`config.mk`:
```
export PLATFORM = sky130hd
export DESIGN_NAME = kbd_responder
export DESIGN_NICKNAME = d
export VERILOG_FILES = /design/src/rtl/kbdr_pkg.sv /design/src/rtl/kbdr_lock_filter.sv /design/src/rtl/kbdr_cmd_seq.sv /design/src/rtl/kbdr_byte_queue.sv /design/src/rtl/kbd_responder.sv
export SDC_FILE = /design/constraint.sdc
export NUM_CORES = 1
export LEC_CHECK = 0
export ABC_AREA = 1
export BUFFER_PORTS_ARGS = -buffer_cell sky130_fd_sc_hd__buf_4
export CAP_MARGIN = 15
export CORE_MARGIN = 3
export CORE_UTILIZATION = 30
export DETAILED_ROUTE_END_ITERATION = 10
export PLACE_DENSITY = 0.44
export SETUP_SLACK_MARGIN = 0.02
export SLEW_MARGIN = 5
export SYNTH_ARGS = -nofsm -noshare
export SYNTH_HDL_FRONTEND = slang
export SYNTH_HIERARCHICAL = 1
export SYNTH_SLANG_ARGS = --single-unit
```
`constraint.sdc`:
```
create_clock -name clk -period 2.55 [get_ports clk]
set_input_delay 0.3825 -clock clk [delete_from_list [all_inputs] [get_ports clk]]
set_output_delay 0.3825 -clock clk [all_outputs]
set_load 0.05 [all_outputs]
```
`src/rtl/kbdr_pkg.sv`:
```
package kbdr_pkg;

    localparam logic [7:0] CMD_RESET  = 8'h01;
    localparam logic [7:0] CMD_LAYOUT = 8'h07;
    localparam logic [7:0] CMD_LAYALT = 8'h0F;
    localparam logic [7:0] CMD_LEDS   = 8'h0E;

    typedef enum logic [1:0] {
        CK_NONE,
        CK_RESET,
        CK_LAYOUT,
        CK_LEDS
    } cmd_kind_e;

    typedef struct packed {
        logic       valid;
        logic [7:0] data;
    } qpush_t;

    typedef struct packed {
        logic [1:0] next;
        logic       drop;
    } lock_step_t;

    function automatic cmd_kind_e decode_cmd(input logic [7:0] b);
        case (b)
            CMD_RESET:              return CK_RESET;
            CMD_LAYOUT, CMD_LAYALT: return CK_LAYOUT;
            CMD_LEDS:               return CK_LEDS;
            default:                return CK_NONE;
        endcase
    endfunction

    // index of the final byte of a reply run
    function automatic logic [1:0] reply_last(input cmd_kind_e k);
        return (k == CK_RESET) ? 2'd2 : 2'd1;
    endfunction

    function automatic logic [7:0] reply_byte(input cmd_kind_e k, input logic [1:0] idx);
        if (k == CK_RESET) begin
            case (idx)
                2'd0:    return 8'hFF;
                2'd1:    return 8'h04;
                default: return 8'h7F;
            endcase
        end
        return (idx == 2'd0) ? 8'hFE : 8'h21;
    endfunction

    function automatic lock_step_t lock_step(input logic [1:0] s, input logic down);
        lock_step_t r;
        r.next = down ? (s ^ 2'b01) : (s ^ 2'b10);
        r.drop = down ? (r.next == 2'd2) : (r.next == 2'd3);
        return r;
    endfunction

endpackage

```
`src/rtl/kbdr_lock_filter.sv`:
```
module kbdr_lock_filter
    import kbdr_pkg::*;
#(
    parameter logic [6:0] CAPS_CODE = 7'h77,
    parameter logic [6:0] NUM_CODE  = 7'h62,
    parameter int         N_LOCKS   = 2
) (
    input  logic       clk,
    input  logic       rst,
    input  logic       key_valid,
    input  logic [6:0] key_code,
    input  logic       key_down,
    output qpush_t     key_push
);

    logic [N_LOCKS-1:0] hit;
    logic [N_LOCKS-1:0] drop;

    for (genvar i = 0; i < N_LOCKS; i++) begin : g_lock
        localparam logic [6:0] CODE = (i == 0) ? CAPS_CODE : NUM_CODE;
        logic [1:0] state;
        lock_step_t step;

        always_comb begin
            step    = lock_step(state, key_down);
            hit[i]  = (key_code == CODE);
            drop[i] = hit[i] & step.drop;
        end

        always_ff @(posedge clk) begin
            if (rst)
                state <= 2'd0;
            else if (key_valid && hit[i])
                state <= step.next;
        end
    end

    always_comb begin
        key_push.valid = key_valid && !(|drop);
        key_push.data  = {~key_down, key_code};
    end

endmodule

```
`src/rtl/kbdr_cmd_seq.sv`:
```
module kbdr_cmd_seq
    import kbdr_pkg::*;
(
    input  logic       clk,
    input  logic       rst,
    input  logic       cmd_valid,
    input  logic [7:0] cmd_byte,
    input  logic       tx_en,
    input  logic       link_dis,
    input  logic       stall,
    output qpush_t     seq_push,
    output logic       q_clear,
    output logic       busy
);

    cmd_kind_e  kind;
    cmd_kind_e  kind_q;
    logic [1:0] idx;
    logic       led_arg;
    logic       accept;
    logic       starts;

    always_comb begin
        kind          = decode_cmd(cmd_byte);
        accept        = cmd_valid && tx_en && !link_dis && !busy;
        starts        = accept && !led_arg && (kind == CK_RESET || kind == CK_LAYOUT);
        q_clear       = starts;
        seq_push.valid = busy && !stall;
        seq_push.data  = reply_byte(kind_q, idx);
    end

    always_ff @(posedge clk) begin
        if (rst) begin
            kind_q  <= CK_RESET;
            idx     <= 2'd0;
            led_arg <= 1'b0;
            busy    <= 1'b0;
        end else begin
            if (accept) begin
                if (led_arg)
                    led_arg <= 1'b0;
                else if (kind == CK_LEDS)
                    led_arg <= 1'b1;
            end
            if (starts) begin
                kind_q <= kind;
                idx    <= 2'd0;
                busy   <= 1'b1;
            end else if (seq_push.valid) begin
                idx <= idx + 2'd1;
                if (idx == reply_last(kind_q))
                    busy <= 1'b0;
            end
        end
    end

endmodule

```
`src/rtl/kbdr_byte_queue.sv`:
```
module kbdr_byte_queue #(
    parameter int DEPTH = 8,
    localparam int PTR_W = (DEPTH > 1) ? $clog2(DEPTH) : 1,
    localparam int CNT_W = $clog2(DEPTH + 1)
) (
    input  logic             clk,
    input  logic             rst,
    input  logic             clear,
    input  logic             push,
    input  logic [7:0]       push_data,
    input  logic             pop,
    output logic [7:0]       q_data,
    output logic [CNT_W-1:0] q_count
);

    logic [7:0]       mem [DEPTH];
    logic [PTR_W-1:0] rptr, wptr;
    logic             do_push, do_pop;
    logic [PTR_W-1:0] wr_idx;

    function automatic logic [PTR_W-1:0] bump(input logic [PTR_W-1:0] p);
        return (p == PTR_W'(DEPTH - 1)) ? '0 : p + 1'b1;
    endfunction

    always_comb begin
        do_push = push && (clear || q_count < CNT_W'(DEPTH));
        do_pop  = pop && !clear && (q_count != '0);
        wr_idx  = clear ? '0 : wptr;
        q_data  = (q_count != '0) ? mem[rptr] : 8'h00;
    end

    always_ff @(posedge clk) begin
        if (!rst && do_push)
            mem[wr_idx] <= push_data;
    end

    always_ff @(posedge clk) begin
        if (rst) begin
            rptr    <= '0;
            wptr    <= '0;
            q_count <= '0;
        end else if (clear) begin
            rptr    <= '0;
            wptr    <= do_push ? bump('0) : '0;
            q_count <= do_push ? CNT_W'(1) : '0;
        end else begin
            if (do_push) wptr <= bump(wptr);
            if (do_pop)  rptr <= bump(rptr);
            q_count <= q_count + CNT_W'(do_push) - CNT_W'(do_pop);
        end
    end

endmodule

```
`src/rtl/kbd_responder.sv`:
```
module kbd_responder
    import kbdr_pkg::*;
#(
    parameter int         DEPTH     = 8,
    parameter logic [6:0] CAPS_CODE = 7'h77,
    parameter logic [6:0] NUM_CODE  = 7'h62,
    localparam int        CNT_W     = $clog2(DEPTH + 1)
) (
    input  logic             clk,
    input  logic             rst,
    input  logic             cmd_valid,
    input  logic [7:0]       cmd_byte,
    input  logic             tx_en,
    input  logic             link_dis,
    input  logic             key_valid,
    input  logic [6:0]       key_code,
    input  logic             key_down,
    input  logic             q_pop,
    output logic [7:0]       q_data,
    output logic [CNT_W-1:0] q_count,
    output logic             busy
);

    qpush_t key_push;
    qpush_t seq_push;
    qpush_t wr;
    logic   q_clear;

    kbdr_lock_filter #(
        .CAPS_CODE(CAPS_CODE),
        .NUM_CODE (NUM_CODE),
        .N_LOCKS  (2)
    ) u_lock (
        .clk      (clk),
        .rst      (rst),
        .key_valid(key_valid),
        .key_code (key_code),
        .key_down (key_down),
        .key_push (key_push)
    );

    kbdr_cmd_seq u_seq (
        .clk      (clk),
        .rst      (rst),
        .cmd_valid(cmd_valid),
        .cmd_byte (cmd_byte),
        .tx_en    (tx_en),
        .link_dis (link_dis),
        .stall    (key_push.valid),
        .seq_push (seq_push),
        .q_clear  (q_clear),
        .busy     (busy)
    );

    // key bytes take the write port; the reply stalls that cycle
    always_comb wr = key_push.valid ? key_push : seq_push;

    kbdr_byte_queue #(.DEPTH(DEPTH)) u_queue (
        .clk      (clk),
        .rst      (rst),
        .clear    (q_clear),
        .push     (wr.valid),
        .push_data(wr.data),
        .pop      (q_pop),
        .q_data   (q_data),
        .q_count  (q_count)
    );

endmodule

```
==> reports/metrics.csv, run 1 <==
stage;metric;value;unit
outcome;status;complete, no violations;
global_route;grt_max_degree;33;
sta;drv_slew;0;
setup_path;crit_type;reg2reg;
setup_path;start_kind;register;
setup_path;path_cells;xnor2_2 -> nand3_1 -> nand2_1 -> nor2_2 -> inv_1 -> nand2_2 -> inv_2 -> or2_4 -> nand2_2 -> nand2_4 -> o21ai_2 -> nand2_1 -> ha_2 -> fa_2 -> inv_1 -> nor2_1;
layout;final_cell_area;5520;µm²
cts;htreeDepth;3;
cts;cts_tree;done;
floorplan;die_h;129;µm
place;dp_hpwl;7.22;mm
yosys;syn_area;4560;µm²
yosys;yosys-top-cells-area;edfxtp_1 (42%), nand2_1 (11%), dfxtp_1 (10%);
sta;min_period;2350;ps
detailed_routing;wirelength;10.2;mm
floorplan;io_pins;36;
yosys;synthFlopType;edfxtp_1;
pwr;p_per_area;886;nW/µm²
global_route;grt_pass1_wl;17.2;mm
sta;setup_ws;200;ps
detailed_routing;ant_nets;0;
setup_path;crit_required;2820;ps
floorplan;core_area;14700;µm²
floorplan;num_rows;44;
detailed_routing;drtPass1Iterations;4;
cts;numCtsBuffers;9;
cts;worstSkewPairLatency;340;ps
layout;final_net_count;632;
sta;fin_crit_sh;92.2;%
cts;clkTransAtPathRegs;60;ps
min_path;hold_path_class;in2reg;
job;max-cap-violations;0;
yosys;syn_inst;529;
yosys;synth_edf_count;64;
sta;setup_viol;0;
yosys;async_flop_share;0;%
yosys;ys_seq_area_share;52.2;%
yosys;yosysTopAreaCell;edfxtp_1;
setup_path;crit_path_end_kind;register;
yosys;postSynthAreaPerCell;8.63;µm²
setup_path;cp_top_family;simple AND/OR/NAND/NOR gates;
detailed_routing;vias;3450;
sta;hold_viol_final;0;
detailed_routing;wire_per_inst;12.9;µm
layout;syn_to_final_growth;21.1;%
layout;fin_util;37.6;%
global_route;grt_use_total;13.3;%
cts;cts_root_buffer;clkbuf_16;
layout;instances_no_fill;786;
global_route;grt_overflow_total;0;
layout;drive_gt1_share;22.9;%
floorplan;die_w;129;µm
pwr;leakage;2.58;nW
yosys;yosysMostFrequentCell;nand2_1;
cts;ctsLongestPathBuffers;2;
detailed_routing;avgViaCountPerCell;4.39;
yosys;synthDistinctLibCells;35;
setup_path;cp_slowest_stage_delay;510;ps
yosys;yosys_warnings;6;
layout;multiInputGateArea;1640;µm²
setup_path;crit_slowest_cell;fa_2;
pwr;ir_drop;0.530;mV
setup_path;critPathBufInv;3;
global_route;grt_pass1_vias;3465;
sta;skew;8.64;ps
sta;rsz0062_at_grt;no;
cts;clock-sinks;87;
place;portBuffers;35;
layout;insertedDiodeCount;0;
place;post_dp_cell_area;5220;µm²
floorplan;die-area;16700;µm²
place;place_congestion;0.772;
floorplan;floorplan.initialDensity;31.0;%
sta;max_clock_freq;425;MHz
place;post-place-ws;-118;ps
yosys;syn-num-nets;564;
yosys;synth_common_cells;nand2_1 (138), inv_1 (96), edfxtp_1 (64);
setup_path;crit_fanout;4;
place;dp_cells;768;
sta;tns;0;ps
yosys;synth_top_area_share;42.1;%
layout;fillers;1516;
yosys;synth_seq_cells;87;
layout;regArea;2380;µm²
detailed_routing;first_iter_violations;186;
setup_path;worstPathArrival;2620;ps
detailed_routing;drc;0;
sta;slew_headroom;43.1;%
global_route;antenna_found_initial;0;
sta;tightestPinTransition;850;ps
path summary, 6_finish.rpt:
kind                            slack, ps            endpoint  cells past startpoint                 startpoint
worst min register to register        470       u_seq/led_arg                      2              u_seq/led_arg
worst max-delay path                  200  u_queue/q_count[1]                     16  u_lock/g_lock[1].state[1]
worst max register to register        200  u_queue/q_count[1]                     16  u_lock/g_lock[1].state[1]
worst min-delay path                  310     u_seq/kind_q[1]                      2                        rst
sequential cells by signal, summed over array words and instances (netlist names), 2 cells and up, named ones only:
signal and flops:
u_queue/mem 64, u_lock/g_lock.state 4, u_queue/q_count 4, u_queue/rptr 3, u_queue/wptr 3, u_seq/idx 2
u_seq/kind_q 2
cells in the final DEF, fill, tap and decap left out, types with 2 or more instances in the layout:
master / n
buf_4: 81
edfxtp_1: 64
nor3_2: 3
inv_1: 96
nor2_4: 2
inv_2: 4
nand2_2: 13
nor3_1: 8
clkbuf_16: 9
nor2_1: 44
nor2_2: 4
o21ai_0: 5
xor2_1: 3
ha_1: 10
a21oi_1: 15
nand2_1: 137
nand2_4: 3
dfxtp_1: 22
nand3_1: 48
nand4_1: 5
clkinv_1: 2
clkbuf_1: 2
xnor2_2: 2
area by class of cell:
type	instances	share of cell area, %
Clock buffer	11	4.21
Inverter	101	6.91
Clock inverter	5	0.589
Multi-Input combinational cell	316	29.6
Timing Repair Buffer	82	11.4
Tap cell	184	4.17
Sequential cell	87	43.1
through the flow:
step	hold slack (ps)	total power, mW
2_1_floorplan	437	3.18
3_3_place_gp	454	3.73
3_5_place_dp	463	3.74
4_1_cts	301	4.96
5_1_grt	312	5.22
6_report	309	4.89
kinds of logic (layout without fill, tap and decap cells):
| logic type | after synthesis | count (layout) | share of synthesized area, % |
|---|---|---|---|
| buf+inv | 126 | 199 | 12.9 |
| compound gates | 25 | 25 | 2.99 |
| flops | 87 | 87 | 52.2 |
| fa+ha+maj | 12 | 12 | 3.45 |
| simple gates | 273 | 273 | 26.9 |
| xor+xnor | 6 | 6 | 1.48 |
worst reg2reg max path, delay by kind of cell (launching register included):
family | cells | cell delay [ps]
XOR/XNOR | 1 | 130
buffers and inverters | 3 | 160
adder cells (fa/ha/maj) | 2 | 690
AND/OR/NAND/NOR | 9 | 920
AO/OA/AOI/OAI | 1 | 50
flip-flops | 1 | 330
what timing repair did:
action                     4_1_cts  5_1_grt
gates resized for setup          0        9
hold buffers                     0        0
setup endpoints to repair        0        5
setup buffers                    0        2
per-layer routing:
metal	track usage [%]	wire length, µm	up-vias	share of wire (%)
met5	0	0	-	0
met1	17.1	4770	1610	47
met4	3.83	146	0	1.4
met2	22.1	4890	46	48
li1	-	-	1782	-
met3	3.59	362	12	3.6
power breakdown:
group          switching (mW)  internal (mW)
logic                    1.32          0.643
clock network           0.533          0.659
registers               0.105           1.64
total                    1.96           2.94
Note: power is estimated with default switching activity, not from simulation.
==> run 2: changes to the inputs <==
--- a/config.mk
+++ b/config.mk
@@ -12,6 +12,7 @@
 export CORE_UTILIZATION = 30
 export DETAILED_ROUTE_END_ITERATION = 10
 export PLACE_DENSITY = 0.44
+export REMOVE_ABC_BUFFERS = 1
 export SETUP_SLACK_MARGIN = 0.02
 export SLEW_MARGIN = 5
 export SYNTH_ARGS = -nofsm -noshare
==> run 2 against run 1 <==
Global-route usage shrank 0.56 points. Die area is the same. Count of clock-buffer cells in the layout shrank 2. Flip-flop and latch count is the same. Via count shrank 4.2%. Utilization shrank 0.55 points. Fmax grew 2.6%. First-iteration DRC count shrank 16%. Largest cell class unchanged. Largest power group unchanged.
==> reports/metrics.csv, run 2 (same netlist as run 1, synthesis figures left out) <==
stage;metric;value;unit
place;portBuffers;35;
floorplan;die-area;16700;µm²
sta;setup_viol;0;
setup_path;crit_path_end_kind;register;
sta;hold_viol_final;0;
layout;syn_to_final_growth;19.3;%
setup_path;crit_slowest_cell;fa_2;
cts;worstSkewPairLatency;350;ps
layout;final_cell_area;5440;µm²
layout;top_regs;u_queue/mem (64), u_lock/g_lock.state (4), u_queue/q_count (4);
setup_path;crit_fanout;3;
pwr;netSwitchingFraction;39.3;%
setup_path;rr_worst_depth;16;
setup_path;r2r-start;u_lock/g_lock[1].state[1];
min_path;hp-start;rst;
setup_path;path_cells;xnor2_2 -> nand3_1 -> nand2_1 -> nor2_2 -> inv_1 -> nand2_2 -> inv_2 -> or2_4 -> nand2_2 -> nand2_2 -> o21ai_2 -> nand2_1 -> ha_2 -> fa_2 -> inv_1 -> nor2_1;
setup_path;start_kind;register;
floorplan;die_h;129;µm
sta;drv_slew;0;
sta;fin_crit_sh;89.8;%
global_route;grt_use_total;12.7;%
setup_path;crit_type;reg2reg;
global_route;grt_overflow_total;0;
detailed_routing;drc;0;
detailed_routing;first_iter_violations;157;
pwr;leakage;2.53;nW
global_route;grt_pass1_wl;16.1;mm
detailed_routing;avgViaCountPerCell;4.26;
pwr;seqPwrFrac;34.8;%
pwr;p_comb_share;38.3;%
outcome;status;complete, no violations;
detailed_routing;vias;3304;
setup_path;endpoint;u_queue/q_count[1];
job;max-cap-violations;0;
floorplan;io_pins;36;
sta;rsz0062_at_grt;no;
sta;min_period;2290;ps
sta;skew;9.84;ps
min_path;hold_path_class;in2reg;
layout;fin_util;37.0;%
cts;ctsLongestPathBuffers;2;
place;dp_hpwl;6.79;mm
sta;setup_ws;259;ps
layout;final_cell_mix;nand2_1 (137), inv_1 (96), buf_4 (71);
cts;cts_tree;done;
cts;htreeDepth;3;
cts;clock-sinks;87;
sta;tightestPinTransition;704;ps
detailed_routing;ant_nets;0;
layout;largest_register;u_queue/mem;
setup_path;r2r-end;u_queue/q_count[1];
cts;numCtsBuffers;9;
global_route;grt_pass1_vias;3185;
setup_path;cp_slowest_stage_delay;520;ps
pwr;total_power;5.01;mW
layout;largest_reg_flops;64;
floorplan;num_rows;44;
cts;cts_root_buffer;clkbuf_16;
setup_path;r2r_slack;260;ps
pwr;ir_drop;0.422;mV
place;post_dp_cell_area;5120;µm²
pwr;clkPwrFrac;26.9;%
floorplan;floorplan.initialDensity;31.0;%
setup_path;crit_start;u_lock/g_lock[1].state[1];
global_route;grt_max_degree;33;
pwr;internal_power;3.04;mW
cts;postCtsSetupRepairBufs;0;
setup_path;worstPathArrival;2580;ps
layout;insertedDiodeCount;0;
cts;clkTransAtPathRegs;70;ps
cts;hold_buffers;0;
pwr;netSwitchingPower;1.97;mW
global_route;antenna_found_initial;0;
floorplan;core_area;14700;µm²
pwr;p_per_area;921;nW/µm²
place;place_congestion;0.791;
detailed_routing;drtPass1Iterations;4;
sta;slew_headroom;53.0;%
place;post-place-ws;-52.0;ps
layout;layout_commonest_cell;nand2_1;
min_path;holdPathStages;2;
detailed_routing;wire_per_inst;12.6;µm
sta;max_clock_freq;437;MHz
floorplan;die_w;129;µm
setup_path;crit_top_cell;nand2_2;
layout;final_net_count;621;
detailed_routing;wirelength;9.77;mm
setup_path;crit_required;2840;ps
layout;drive_gt1_share;21.5;%
## run 2: power groups by stage
| stage | registers (mW) | clock network, mW | logic (mW) |
|---|---|---|---|
| finish | 1.75 | 1.35 | 1.92 |
| global route | 1.77 | 1.44 | 2.13 |
| CTS | 1.75 | 1.39 | 1.94 |
| detailed placement | 1.78 | 0 | 1.93 |
| global placement | 1.78 | 0 | 1.92 |
| floorplan | 1.87 | 0 | 1.18 |
## run 2: per-layer routing
metal  track usage [%]  up-vias  share of wire, %
li1                  -     1770                 -
met1              16.6     1472                50
met2              20.7       50                45
met3              3.13       12               3.7
met4              4.45        0               1.7
met5                 0        -                 0
## run 2: stage by stage
| step | hold WS [ps] | instances | setup TNS [ps] |
|---|---|---|---|
| 3_5_place_dp | 459 | 759 | -983 |
| 3_3_place_gp | 454 | 759 | -148 |
| 6_report | 300 | 775 | 0 |
| 5_1_grt | 312 | 775 | 0 |
| 2_1_floorplan | 437 | 504 | -826 |
| 4_1_cts | 289 | 775 | 0 |
## run 2: critical path: cells and delay by family (launching register included)
family,cells,cell delay [ps]
and+or+nand+nor,9,860
DFF,1,330
buffers and inverters,3,150
AOI/OAI and AO/OA,1,60
xor gates and xnor gates,1,130
adders and majority gates,2,700
## run 2: repair_timing
item	CTS	global route
endpoints found under the hold margin	0	0
gates resized for setup	0	9
setup endpoints to repair	0	2
## run 2: worst min path at each step
stage | endpoint | slack, ps
global route | u_seq/kind_q[1] | 310
finish | u_seq/kind_q[1] | 300
global placement | u_seq/led_arg | 450
floorplan | u_seq/led_arg | 440
detailed placement | u_seq/led_arg | 460
CTS | u_seq/kind_q[1] | 290
## run 2: cell type report
type	count	area, µm²
clock buffers	9	225
repair buffers	71	533
multi-input cells	316	1610
well taps	184	230
flip-flops and latches	87	2380
fillers	1495	9260
clock inverters	7	80.1
inverters	101	382
